$ cat config.mk
export PLATFORM = sky130hd
export DESIGN_NAME = epl_correlator
export DESIGN_NICKNAME = d
export VERILOG_FILES = /design/src/rtl/epl_correlator.sv
export SDC_FILE = /design/constraint.sdc
export NUM_CORES = 1
export LEC_CHECK = 0
export BUFFER_PORTS_ARGS = -buffer_cell sky130_fd_sc_hd__buf_2
export CAP_MARGIN = 30
export CORE_MARGIN = 4
export CORE_UTILIZATION = 60
export DETAILED_ROUTE_END_ITERATION = 8
export GPL_ROUTABILITY_DRIVEN = 0
export PLACE_DENSITY = 0.79
export SETUP_SLACK_MARGIN = 0.3
export SLEW_MARGIN = 0
export SYNTH_ARGS = -nofsm -noshare
export SYNTH_HDL_FRONTEND = slang
export SYNTH_SLANG_ARGS = --single-unit
$ cat constraint.sdc
create_clock -name clk -period 9.76 [get_ports clk]
set_clock_uncertainty 0.05 [all_clocks]
set_input_delay 2.928 -clock clk [delete_from_list [all_inputs] [get_ports clk]]
set_output_delay 2.928 -clock clk [all_outputs]
set_load 0.005 [all_outputs]
$ cat src/rtl/epl_correlator.sv
module epl_correlator #(
  parameter int MAX_LEN = 4096,
  localparam int ACC_W = $clog2(MAX_LEN + 1) + 1
) (
  input  logic                    clk,
  input  logic                    rst_n,
  input  logic                    smp_en,
  input  logic                    half_tick,
  input  logic                    code_bit,
  input  logic                    i_sign,
  input  logic                    q_sign,
  input  logic                    dump,
  input  logic                    dither_en,
  output logic signed [ACC_W-1:0] early_i,
  output logic signed [ACC_W-1:0] early_q,
  output logic signed [ACC_W-1:0] prompt_i,
  output logic signed [ACC_W-1:0] prompt_q,
  output logic signed [ACC_W-1:0] late_i,
  output logic signed [ACC_W-1:0] late_q,
  output logic                    dump_valid,
  output logic                    late_arm
);

  logic [1:0] taps;
  logic       arm;
  logic [2:0] rep;
  logic signed [ACC_W-1:0] run [6];
  logic signed [ACC_W-1:0] nxt [6];
  logic signed [ACC_W-1:0] held [6];

  assign rep[0] = dither_en ? (arm ? taps[1] : code_bit) : code_bit;
  assign rep[1] = taps[0];
  assign rep[2] = taps[1];

  always_ff @(posedge clk) begin
    if (!rst_n) begin
      taps <= '0;
      arm  <= 1'b0;
      late_arm <= 1'b0;
      dump_valid <= 1'b0;
    end else begin
      if (half_tick) taps <= {taps[0], code_bit};
      arm <= dither_en ? (arm ^ dump) : 1'b0;
      if (dump) late_arm <= dither_en & arm;
      dump_valid <= dump;
    end
  end

  for (genvar k = 0; k < 6; k++) begin : g_arm
    localparam int PH = k / 2;
    localparam bit QS = (k % 2) == 1;
    logic sgn, act;
    assign sgn = QS ? q_sign : i_sign;
    assign act = smp_en && !(dither_en && PH == 2);
    assign nxt[k] = !act ? run[k]
                  : (rep[PH] == sgn) ? run[k] + ACC_W'(1) : run[k] - ACC_W'(1);
    always_ff @(posedge clk) begin
      if (!rst_n) begin
        run[k]  <= '0;
        held[k] <= '0;
      end else if (dump) begin
        run[k]  <= '0;
        held[k] <= (dither_en && PH == 2) ? '0 : nxt[k];
      end else begin
        run[k]  <= nxt[k];
      end
    end
  end

  assign early_i  = held[0];
  assign early_q  = held[1];
  assign prompt_i = held[2];
  assign prompt_q = held[3];
  assign late_i   = held[4];
  assign late_q   = held[5];

endmodule

==> results by group, run 1 <==
Outcome
  • Run status: completed

Timing
  • Number of hold-slack violations in the final timing report: 0
  • Fmax achieved: 167.9 MHz
  • Setup TNS after final layout: 0 ns
  • Relative slew slack: 39.70%
  • Shortest clock period the worst path allows after layout: 5.955 ns
  • Count of final setup violators: 0
  • Setup repair after global routing missed its margin: false
  • Slew of the pin with the lowest slew margin: 0.9045 ns
  • Tcrit/Tclk final: 61.02%
  • Final count of pins violating max slew: 0

Logic synthesis
  • Area share of the largest cell type after synthesis: 44.33%
  • Avg Cell Area, Syn: 9.794 sq um
  • Part of the Yosys area used for sequential elements: 45.21%
  • Number of distinct library cells after synthesis: 62
  • Cell with the most instances after synthesis: edfxtp_1
  • Primary flip-flop cell chosen by synthesis mapping: edfxtp_1
  • Netlist area before placement: 11380 sq um
  • Number of cells produced by synthesis: 1162
  • Fraction of synthesis flops using an asynchronous set or reset pin: 0%
  • Number of flops mapped to enable cells by yosys: 168
  • Number of warnings reported in the yosys synthesis log: 0
  • Synth area leader: edfxtp_1
  • Synth Register Bits: 173
  • Cell types with the largest area share after synthesis: edfxtp_1 (44%), ha_1 (8.4%), nor2_1 (5.4%), a21oi_1 (4.0%), mux2i_1 (3.0%)
  • Post-synth top cells: edfxtp_1 (168), nor2_1 (164), a21oi_1 (91)

Critical path
  • Cell breakdown of the critical path: buf_2 > and3_4 > o21a_1 > or2_2 > inv_1 > ha_1 > a21o_1 > a21o_1 > or4_1 > o31a_1 > a311o_1 > o21ai_1
  • Most frequent cell on the critical path: a21o_1
  • Worst Setup End Kind: register
  • R2r setup slk: 6.04 ns
  • Critical path start-end classification: input port to register
  • Critical Path AT: 6.18 ns
  • Launching point of the worst reg2reg path: arm$_SDFF_PN0_
  • Largest stage delay on the critical path: 0.46 ns
  • Cell with the biggest individual delay on the critical path: or4_1
  • Worst setup SP type: input port
  • Reg2reg end: run[0][27]$_SDFFCE_PN0P_
  • CP Max Fanout: 14
  • Req. time, crit path: 9.99 ns
  • Number of cells on the worst reg-to-reg path: 11

Final layout
  • Share of cells above drive strength 1: 10.84%
  • Final net count: 1407
  • Fillcell total: 1458
  • Area growth from synthesis to layout: 14.00%
  • Antenna Cells: 0
  • Layout Cell Area excl Fill: 12970 sq um

Routing
  • Post-detailed-route count of antenna-violating nets: 0
  • DRC Markers: 0
  • Total detailed-routing wirelength: 24490 um
  • Via density per instance: 5.940
  • Average wire length per cell after detail routing: 15.68 um
  • TritonRoute pass-1 iters: 5
  • Starting DRT DRC Count: 752
  • Total number of vias: 9279

CTS
  • Number of buffers on the longest clock path: 2
  • Clock latency at the later pin of the worst-skew pair: 0.43 ns
  • Post-CTS Setup Repair Bufs: 0
  • Number of H-tree levels: 4
  • Sinks on the clock net: 173
  • Number of cells upsized or downsized after cts: 0
  • CTS Hold Buffers Added: 0
  • CTS Buf Count: 17
  • CTS root buffer: clkbuf_16
  • TritonCTS clock tree: done
  • Clock transition at the register clock pins on the worst setup and hold paths after CTS: 0.06 ns

Placement
  • Post-place instance area: 12340 sq um
  • Count of input and output buffers: 94
  • Post-detail-place hpwl: 16740 um

Floorplan
  • Die span in x: 145.7 um
  • Vert. Die Dim: 145.7 um
  • I/O pin count: 95
  • Die Footprint: 21240 sq um
  • Number of rows created at floorplan: 50
  • Core footprint: 18710 sq um
  • Starting Density: 60.84%

Worst hold path
  • Beginning of the worst hold path: late_arm$_SDFFE_PN0P_
  • Endpoint, Worst Hold: late_arm$_SDFFE_PN0P_
  • Type of the worst min-delay path: register to register
  • Count of cells along the worst hold path: 2

Global routing
  • Via count of the first global-routing pass: 8644
  • Sum of overflow across all layers after global routing: 0
  • Global-route wire length before repair: 41010 um
  • Largest net degree at the start of global routing: 90
  • Global router's overall resource usage: 23.07%
  • Antenna violations before repair: 0

Pwr
  • Maximum resistive drop on vdd: 0.0001284 V
  • Power per unit of standard cell area: 165.3 nW/um^2
  • Leakage dissipation: 0.005590 uW

Run
  • Max-cap violations: 0
kinds of logic (layout without fill, tap and decap cells):
family	after synthesis	count (layout)	share of synthesized area [%]
compound gates	312	312	17.94
xor+xnor	43	43	3.309
fa+ha+maj	82	82	9.411
buf+inv	73	156	2.408
flops	173	173	45.21
mux	34	34	2.990
other cells	1	84	0.03295
simple gates	444	444	18.70
power breakdown:
part / switching, uW / internal, uW
registers: 27.9 / 882
clock network: 280 / 425
logic: 317 / 213
total: 625 / 1520
worst max-delay path, delay by kind of cell:
kind | cells | cell delay (ns)
simple gates | 3 | 1.02
compound gates | 6 | 1.29
fa+ha+maj | 1 | 0.39
buf+inv | 2 | 0.54
cell type report:
cell class	instances	area [sq um]	share of cell area, %
clock inverters	12	170.2	1.312
well taps	234	292.8	2.257
clock buffers	19	432.9	3.337
repair buffers	104	568.0	4.378
inverters	21	83.83	0.6462
multi-input cells	999	6281	48.41
flip-flops and latches	173	5145	39.66
stage by stage:
stage          std cells  hold slack, ns  worst slack [ns]  util (%)  total power (uW)
6_report            1562          0.4305             3.805     69.36              2145
5_1_grt             1562          0.4599             3.551     69.36              2262
4_1_cts             1561          0.4312             3.819     69.21              2152
3_5_place_dp        1530          0.4205             3.373     65.99              1444
3_3_place_gp        1530          0.4181             3.480     65.99              1430
2_1_floorplan       1245          0.4222             3.033         -              1318
layer usage:
metal	vias up	track usage (%)	share of wire [%]
met1	4402	31.12	45
met2	251	38.85	49
met4	0	6.505	1.7
li1	4584	-	-
met5	-	0	0
met3	42	3.799	4.9
sequential cells by signal, summed over array words and instances (netlist names):
name,flops
arm,1
dump_valid,1
run,84
held,84
late_arm,1
taps,2
worst max-delay path by stage:
stage                   start                        end  slack (ns)
global placement    dither_en  held[0][27]$_SDFFCE_PN0P_        3.48
global route        dither_en   run[0][13]$_SDFFCE_PN0P_        3.55
detailed placement  dither_en   run[0][27]$_SDFFCE_PN0P_        3.37
finish              dither_en   run[0][27]$_SDFFCE_PN0P_        3.80
CTS                 dither_en   run[0][27]$_SDFFCE_PN0P_        3.82
floorplan               rst_n   held[0][0]$_SDFFCE_PN0P_        3.03
cell usage in the layout (no fill, tap or decap), types with 17 or more instances in the layout:
master / n
nor2_1: 164
buf_2: 93
o21ai_0: 48
nand3_1: 55
and2_1: 18
edfxtp_1: 168
nor2b_1: 23
nor3_1: 20
inv_1: 20
nand2b_1: 18
mux2i_1: 34
clkbuf_16: 17
conb_1: 84
xnor2_1: 27
ha_1: 76
a21oi_1: 91
nand2_1: 79
a21o_1: 35
a211oi_1: 19
No activity file was read; power rests on OpenSTA's default activity.
==> inputs of run 2 (changes only) <==
--- a/config.mk
+++ b/config.mk
@@ -5,13 +5,14 @@
 export SDC_FILE = /design/constraint.sdc
 export NUM_CORES = 1
 export LEC_CHECK = 0
+export ABC_AREA = 1
 export BUFFER_PORTS_ARGS = -buffer_cell sky130_fd_sc_hd__buf_2
 export CAP_MARGIN = 30
 export CORE_MARGIN = 4
-export CORE_UTILIZATION = 60
+export CORE_UTILIZATION = 55
 export DETAILED_ROUTE_END_ITERATION = 8
 export GPL_ROUTABILITY_DRIVEN = 0
-export PLACE_DENSITY = 0.79
+export PLACE_DENSITY = 0.76
 export SETUP_SLACK_MARGIN = 0.3
 export SLEW_MARGIN = 0
 export SYNTH_ARGS = -nofsm -noshare
==> constraint.sdc (replaced) <==
create_clock -name clk -period 5 [get_ports clk]
set_clock_uncertainty 0.05 [all_clocks]
set_input_delay 1.5 -clock clk [delete_from_list [all_inputs] [get_ports clk]]
set_output_delay 1.5 -clock clk [all_outputs]
set_load 0.005 [all_outputs]
==> run 2 against run 1 <==
Effect of this change:
- sequential cell count is the same
- worst hold slack gained 0.0088 ns
- final area shrank 2.8%
- register-to-register slack lost 3.9 ns
- critical endpoint is now held[0][6]$_SDFFCE_PN0P_
- core utilization shrank 4.8 points
- routed wire length shrank 13%
==> results by group, run 2 <==
Logic synthesis
  • Number of distinct library cells after synthesis: 34 (-45%)
  • Number of flops mapped to enable cells by yosys: 168 (unchanged)
  • Primary flip-flop cell chosen by synthesis mapping: edfxtp_1
  • Area share of the largest cell type after synthesis: 46.02% (+1.7 points)
  • Fraction of synthesis flops using an asynchronous set or reset pin: 0% (unchanged)
  • Avg Cell Area, Syn: 8.504 sq um (-13%)
  • Synth area leader: edfxtp_1
  • Part of the Yosys area used for sequential elements: 46.94% (+1.7 points)
  • Cell with the most instances after synthesis: nand2_1
  • Number of warnings reported in the yosys synthesis log: 0 (unchanged)
  • Cell types with the largest area share after synthesis: edfxtp_1 (46%), nand2_1 (11%), ha_1 (8.7%), nor2_1 (7.9%), inv_1 (4.5%)
  • Synth Register Bits: 173 (unchanged)
  • Post-synth top cells: nand2_1 (311), nor2_1 (230), edfxtp_1 (168)
  • Netlist area before placement: 10960 sq um (-3.7%)
  • Number of cells produced by synthesis: 1289 (+11%)

Floorplan
  • Die Footprint: 22250 sq um (+4.8%)
  • Number of rows created at floorplan: 51 (+2.0%)
  • I/O pin count: 95 (unchanged)
  • Core footprint: 19530 sq um (+4.4%)
  • Vert. Die Dim: 149.2 um (+2.4%)
  • Starting Density: 56.14% (-4.7 points)
  • Die span in x: 149.2 um (+2.4%)

CTS
  • TritonCTS clock tree: done
  • Sinks on the clock net: 173 (unchanged)
  • Number of H-tree levels: 4 (unchanged)
  • Number of buffers on the longest clock path: 2 (unchanged)
  • CTS root buffer: clkbuf_16
  • Post-CTS Setup Repair Bufs: 0 (unchanged)
  • Clock latency at the later pin of the worst-skew pair: 0.43 ns (about the same)
  • CTS Hold Buffers Added: 0 (unchanged)
  • Clock transition at the register clock pins on the worst setup and hold paths after CTS: 0.07 ns (about the same)
  • Number of cells upsized or downsized after cts: 0 (unchanged)
  • CTS Buf Count: 17 (unchanged)

Global routing
  • Global-route wire length before repair: 37000 um (-9.8%)
  • Largest net degree at the start of global routing: 74 (-18%)
  • Global router's overall resource usage: 20.15% (-2.9 points)
  • Antenna violations before repair: 1 (+1)
  • Sum of overflow across all layers after global routing: 0 (unchanged)
  • Via count of the first global-routing pass: 8324 (-3.7%)

Critical path
  • Worst Setup End Kind: register
  • Worst setup SP type: input port
  • CP Max Fanout: 15 (+1)
  • Req. time, crit path: 5.10 ns (-4.89 ns)
  • Critical Path AT: 3.81 ns (-2.37 ns)
  • Critical path start-end classification: input port to register

Placement
  • Number of cells in the design after placement: 1708 (+12%)
  • Post-detail-place hpwl: 15390 um (-8.1%)
  • Count of input and output buffers: 94 (unchanged)

Timing
  • Relative slew slack: 51.07% (+11 points)
  • Setup repair after global routing missed its margin: false
  • Shortest clock period the worst path allows after layout: 3.707 ns
  • Count of final setup violators: 0 (unchanged)
  • Tcrit/Tclk final: 74.14%
  • Final count of pins violating max slew: 0 (unchanged)
  • Slew of the pin with the lowest slew margin: 0.7339 ns (-0.1705 ns)
  • Fmax achieved: 269.8 MHz
  • Setup TNS after final layout: 0 ns (unchanged)
  • Number of hold-slack violations in the final timing report: 0 (unchanged)

Final layout
  • Leading cell types in the layout, fill and taps excluded: nand2_1 (310), nor2_1 (229), edfxtp_1 (168)
  • Area growth from synthesis to layout: 15.06%
  • Share of cells above drive strength 1: 10.85% (about the same)
  • Number of standard cells in the final layout excluding fillers: 1740 (+11%)
  • Final net count: 1553 (+10%)
  • Core Util, Final: 64.59% (-4.8 points)
  • Antenna Cells: 0 (unchanged)
  • Most frequent standard cell in the layout excluding fill and tap cells: nand2_1
  • Top Registers: held (84), run (84), taps (2)

Routing
  • Starting DRT DRC Count: 416 (-45%)
  • Total number of vias: 8702 (-6.2%)
  • TritonRoute pass-1 iters: 4 (-1)
  • DRC Markers: 0 (unchanged)
  • Average wire length per cell after detail routing: 12.30 um (-22%)
  • Via density per instance: 5.001 (-16%)
  • Total detailed-routing wirelength: 21390 um (-13%)
  • Post-detailed-route count of antenna-violating nets: 0 (unchanged)

Run
  • Max-cap violations: 0 (unchanged)

Pwr
  • Power, Total: 4091 uW (+91%)
  • Leakage dissipation: 0.006259 uW (+12%)
  • Power per unit of standard cell area: 324.4 nW/um^2 (+96%)
  • Maximum resistive drop on vdd: 0.0002454 V (+91%)

Worst hold path
  • Type of the worst min-delay path: register to register

Outcome
  • Run status: completed
[run 2: power by group]
part           switching (uW)  internal (uW)
Clock                     535            751
Combinational             644            395
Sequential               48.5           1720
[run 2: layout make-up]
| type | instances | area (sq um) |
|---|---|---|
| clock buffer | 23 | 498.0 |
| clock inverter | 9 | 85.08 |
| fill | 1696 | 6914 |
| inverter | 133 | 499.2 |
| multi-input combinational | 1033 | 5495 |
| sequential | 173 | 5145 |
| tap | 265 | 331.6 |
| timing repair buffer | 104 | 558.0 |
[run 2: per-layer routing]
metal / up-vias / global-route usage [%] / wire length [um]
met1: 3988 / 26.54 / 9735
met4: 2 / 4.668 / 193
li1: 4522 / - / -
met3: 20 / 4.467 / 1131
met5: - / 0 / 19
met2: 170 / 34.26 / 10310
[run 2: final timing paths]
path	from	endpoint	slack, ns	depth (start not counted)
setup / recovery	dither_en	held[0][6]$_SDFFCE_PN0P_	1.29	15
hold / removal	late_arm$_SDFFE_PN0P_	late_arm$_SDFFE_PN0P_	0.44	2
setup reg to reg	taps[1]$_SDFFE_PN0P_	held[0][13]$_SDFFCE_PN0P_	2.13	16
hold reg to reg	late_arm$_SDFFE_PN0P_	late_arm$_SDFFE_PN0P_	0.44	2
[run 2: worst max-delay path, stage by stage]
cell,delay [ns]
buf_2,0.13
nand2_1,0.08
nand2_1,0.10
nand2_1,0.12
nand2_1,0.08
nand2_1,0.41
inv_1,0.13
fa_1,0.43
o21ai_2,0.24
nand2_1,0.09
nand2_1,0.10
xnor2_1,0.13
nand2_1,0.06
o21ai_1,0.14
nor2_1,0.06
[run 2: cells by family (layout without fill, tap and decap cells)]
family	Yosys count	count (layout)	synth area share, %
flip-flops	173	173	46.94
adder cells (fa/ha/maj)	82	82	9.771
buffers and inverters	166	269	5.844
multiplexers	24	24	2.192
AND/OR/NAND/NOR	668	668	24.77
XOR/XNOR	54	54	4.315
AO/OA/AOI/OAI	121	121	6.141
other	1	84	0.03421
[run 2: per-stage QoR]
stage	setup WS, ns	hold WS [ns]	cell area, sq um
6_report	1.293	0.4394	12610
5_1_grt	1.023	0.4689	12610
4_1_cts	1.303	0.4384	12610
3_5_place_dp	0.8598	0.4216	12030
3_3_place_gp	1.007	0.4329	12030
2_1_floorplan	0.3512	0.4047	11280
==> inputs of run 3 (changes only) <==
==> constraint.sdc (replaced) <==
create_clock -name clk -period 3.2 [get_ports clk]
set_clock_uncertainty 0.05 [all_clocks]
set_input_delay 0.96 -clock clk [delete_from_list [all_inputs] [get_ports clk]]
set_output_delay 0.96 -clock clk [all_outputs]
set_load 0.005 [all_outputs]
==> run 3 against run 2 <==
Effect of this change:
- sequential cell count stayed put
- sequential share of layout area is 1.3 points lower
- via count grew 1.9%
- clock power increased by 52%
- sequential power increased by 56%
- core utilization rose by 2.2 points
- total power grew 58%
- global-route usage increased by 0.51 points
- worst hold slack worse by 0.0031 ns
- highest routed layer unchanged
- die area did not move
- setup slack worse by 0.93 ns
==> results by group, run 3 (synthesis results as in run 2) <==
Timing
  • Final worst slack: 0.3654 ns (-0.9275 ns)
  • Number of hold-slack violations in the final timing report: 0 (unchanged)
  • Fmax achieved: 352.8 MHz
  • Count of final setup violators: 0 (unchanged)
  • Shortest clock period the worst path allows after layout: 2.835 ns
  • Slew of the pin with the lowest slew margin: 0.6444 ns (-0.08954 ns)
  • Tcrit/Tclk final: 88.58%
  • Setup repair after global routing missed its margin: true
  • Relative slew slack: 57.04% (+6.0 points)
  • Final count of pins violating max slew: 0 (unchanged)

Floorplan
  • I/O pin count: 95 (unchanged)
  • Core footprint: 19530 sq um (unchanged)
  • Die span in x: 149.2 um (unchanged)
  • Die Footprint: 22250 sq um (unchanged)
  • Starting Density: 56.14% (unchanged)
  • Vert. Die Dim: 149.2 um (unchanged)
  • Number of rows created at floorplan: 51 (unchanged)

CTS
  • Clock latency at the later pin of the worst-skew pair: 0.42 ns (about the same)
  • Sinks on the clock net: 173 (unchanged)
  • Number of buffers on the longest clock path: 2 (unchanged)
  • CTS Buf Count: 17 (unchanged)
  • TritonCTS clock tree: done
  • Clock transition at the register clock pins on the worst setup and hold paths after CTS: 0.07 ns (about the same)
  • CTS root buffer: clkbuf_16
  • CTS Hold Buffers Added: 0 (unchanged)
  • Number of H-tree levels: 4 (unchanged)

Global routing
  • Antenna violations before repair: 2 (+1)
  • Via count of the first global-routing pass: 8411 (+1.0%)
  • Sum of overflow across all layers after global routing: 0 (unchanged)
  • Global-route wire length before repair: 37690 um (+1.9%)
  • Largest net degree at the start of global routing: 74 (unchanged)
  • Global router's overall resource usage: 20.66% (+0.51 points)

Routing
  • TritonRoute pass-1 iters: 5 (+1)
  • Average wire length per cell after detail routing: 12.64 um (+2.8%)
  • Total number of vias: 8868 (+1.9%)
  • Via density per instance: 5.016 (+0.29%)
  • DRC Markers: 0 (unchanged)
  • Starting DRT DRC Count: 432 (+3.8%)
  • Total detailed-routing wirelength: 22350 um (+4.5%)
  • Post-detailed-route count of antenna-violating nets: 0 (unchanged)

Final layout
  • Share of cells above drive strength 1: 13.51% (+2.7 points)
  • Leading cell types in the layout, fill and taps excluded: nand2_1 (305), nor2_1 (228), edfxtp_1 (168)
  • Antenna Cells: 0 (unchanged)
  • Most frequent standard cell in the layout excluding fill and tap cells: nand2_1
  • Area growth from synthesis to layout: 18.89%
  • Final net count: 1581 (+1.8%)
  • Top Registers: held (84), run (84), taps (2)

Critical path
  • Critical path start-end classification: input port to register
  • CP Max Fanout: 7 (-8)
  • Worst Setup End Kind: register
  • Req. time, crit path: 3.30 ns (-1.80 ns)
  • Critical Path AT: 2.94 ns (-0.87 ns)
  • Worst setup SP type: input port

Worst hold path
  • Type of the worst min-delay path: register to register

Pwr
  • Power, Total: 6469 uW (+58%)
  • Leakage dissipation: 0.006431 uW (+2.7%)
  • Maximum resistive drop on vdd: 0.0004179 V (+70%)
  • Power per unit of standard cell area: 496.4 nW/um^2 (+53%)

Outcome
  • Run status: completed

Placement
  • Pre-CTS setup slack: -0.03534 ns (-0.8951 ns)
  • Post-detail-place hpwl: 15800 um (+2.7%)
  • Count of input and output buffers: 94 (unchanged)

Run
  • Max-cap violations: 0 (unchanged)
-- run 3: cell count changes in the layout (fill, tap and decap cells not counted), sizes merged --
cell    previous run  this run
inv              132       133
clkinv             6         5
buf              104       131
nand2            312       313
-- run 3: worst paths after layout --
path         slack [ns]                   endpoint  depth (start not counted)                   from
min                0.44      late_arm$_SDFFE_PN0P_                          2  late_arm$_SDFFE_PN0P_
max                0.37  held[0][24]$_SDFFCE_PN0P_                         17              dither_en
min reg2reg        0.44      late_arm$_SDFFE_PN0P_                          2  late_arm$_SDFFE_PN0P_
max reg2reg        0.59  held[0][24]$_SDFFCE_PN0P_                         16   taps[1]$_SDFFE_PN0P_
-- run 3: worst max-delay path, cell delays in order --
cell	delay [ns]
buf_2	0.12
nand2_1	0.09
nand2_2	0.10
nand3b_1	0.11
buf_4	0.16
nand2_4	0.10
ha_1	0.36
a21oi_1	0.29
o21ai_4	0.13
nand2_1	0.07
nand2_1	0.07
nand2_1	0.08
nand2_1	0.05
nand2_1	0.06
nand3_1	0.06
nand2_1	0.09
nor2_1	0.04
-- run 3: repair_timing --
action,CTS,global route
gates resized for setup,0,23
setup buffers,0,2
setup endpoints to repair,0,35
-- run 3: through the flow --
step | setup TNS, ns | utilization, % | area (sq um) | hold WS, ns | cells
after detailed placement | -0.1888 | 63.19 | 12340 | 0.4106 | 1733
after floorplan | 0 | - | 11310 | 0.4047 | 1372
final | 0 | 66.74 | 13030 | 0.4363 | 1768
after CTS | 0 | 66.05 | 12900 | 0.4266 | 1765
after global placement | 0 | 63.19 | 12340 | 0.4115 | 1733
after global routing | 0 | 66.74 | 13030 | 0.4487 | 1768
-- run 3: area by class of cell --
type	count	area [sq um]
well taps	265	331.6
clock inverters	9	88.84
flip-flops and latches	173	5145
repair buffers	131	848.3
fillers	1641	6494
inverters	133	499.2
multi-input cells	1034	5652
clock buffers	23	467.9
-- run 3: power by group --
| group | leakage, uW | total [uW] | internal, uW | switching [uW] |
|---|---|---|---|---|
| logic | 0.00434 | 1750 | 704 | 1050 |
| clock network | 0.000264 | 1960 | 1120 | 840 |
| registers | 0.00183 | 2760 | 2680 | 80.7 |
-- run 3: per-layer routing --
| metal | part of all wire, % | vias to the layer above | GRT usage, % |
|---|---|---|---|
| met5 | 0.12 | - | 0 |
| met2 | 48 | 185 | 34.99 |
| li1 | - | 4590 | - |
| met1 | 45 | 4048 | 26.96 |
| met4 | 2.0 | 4 | 5.629 |
| met3 | 4.4 | 41 | 4.588 |
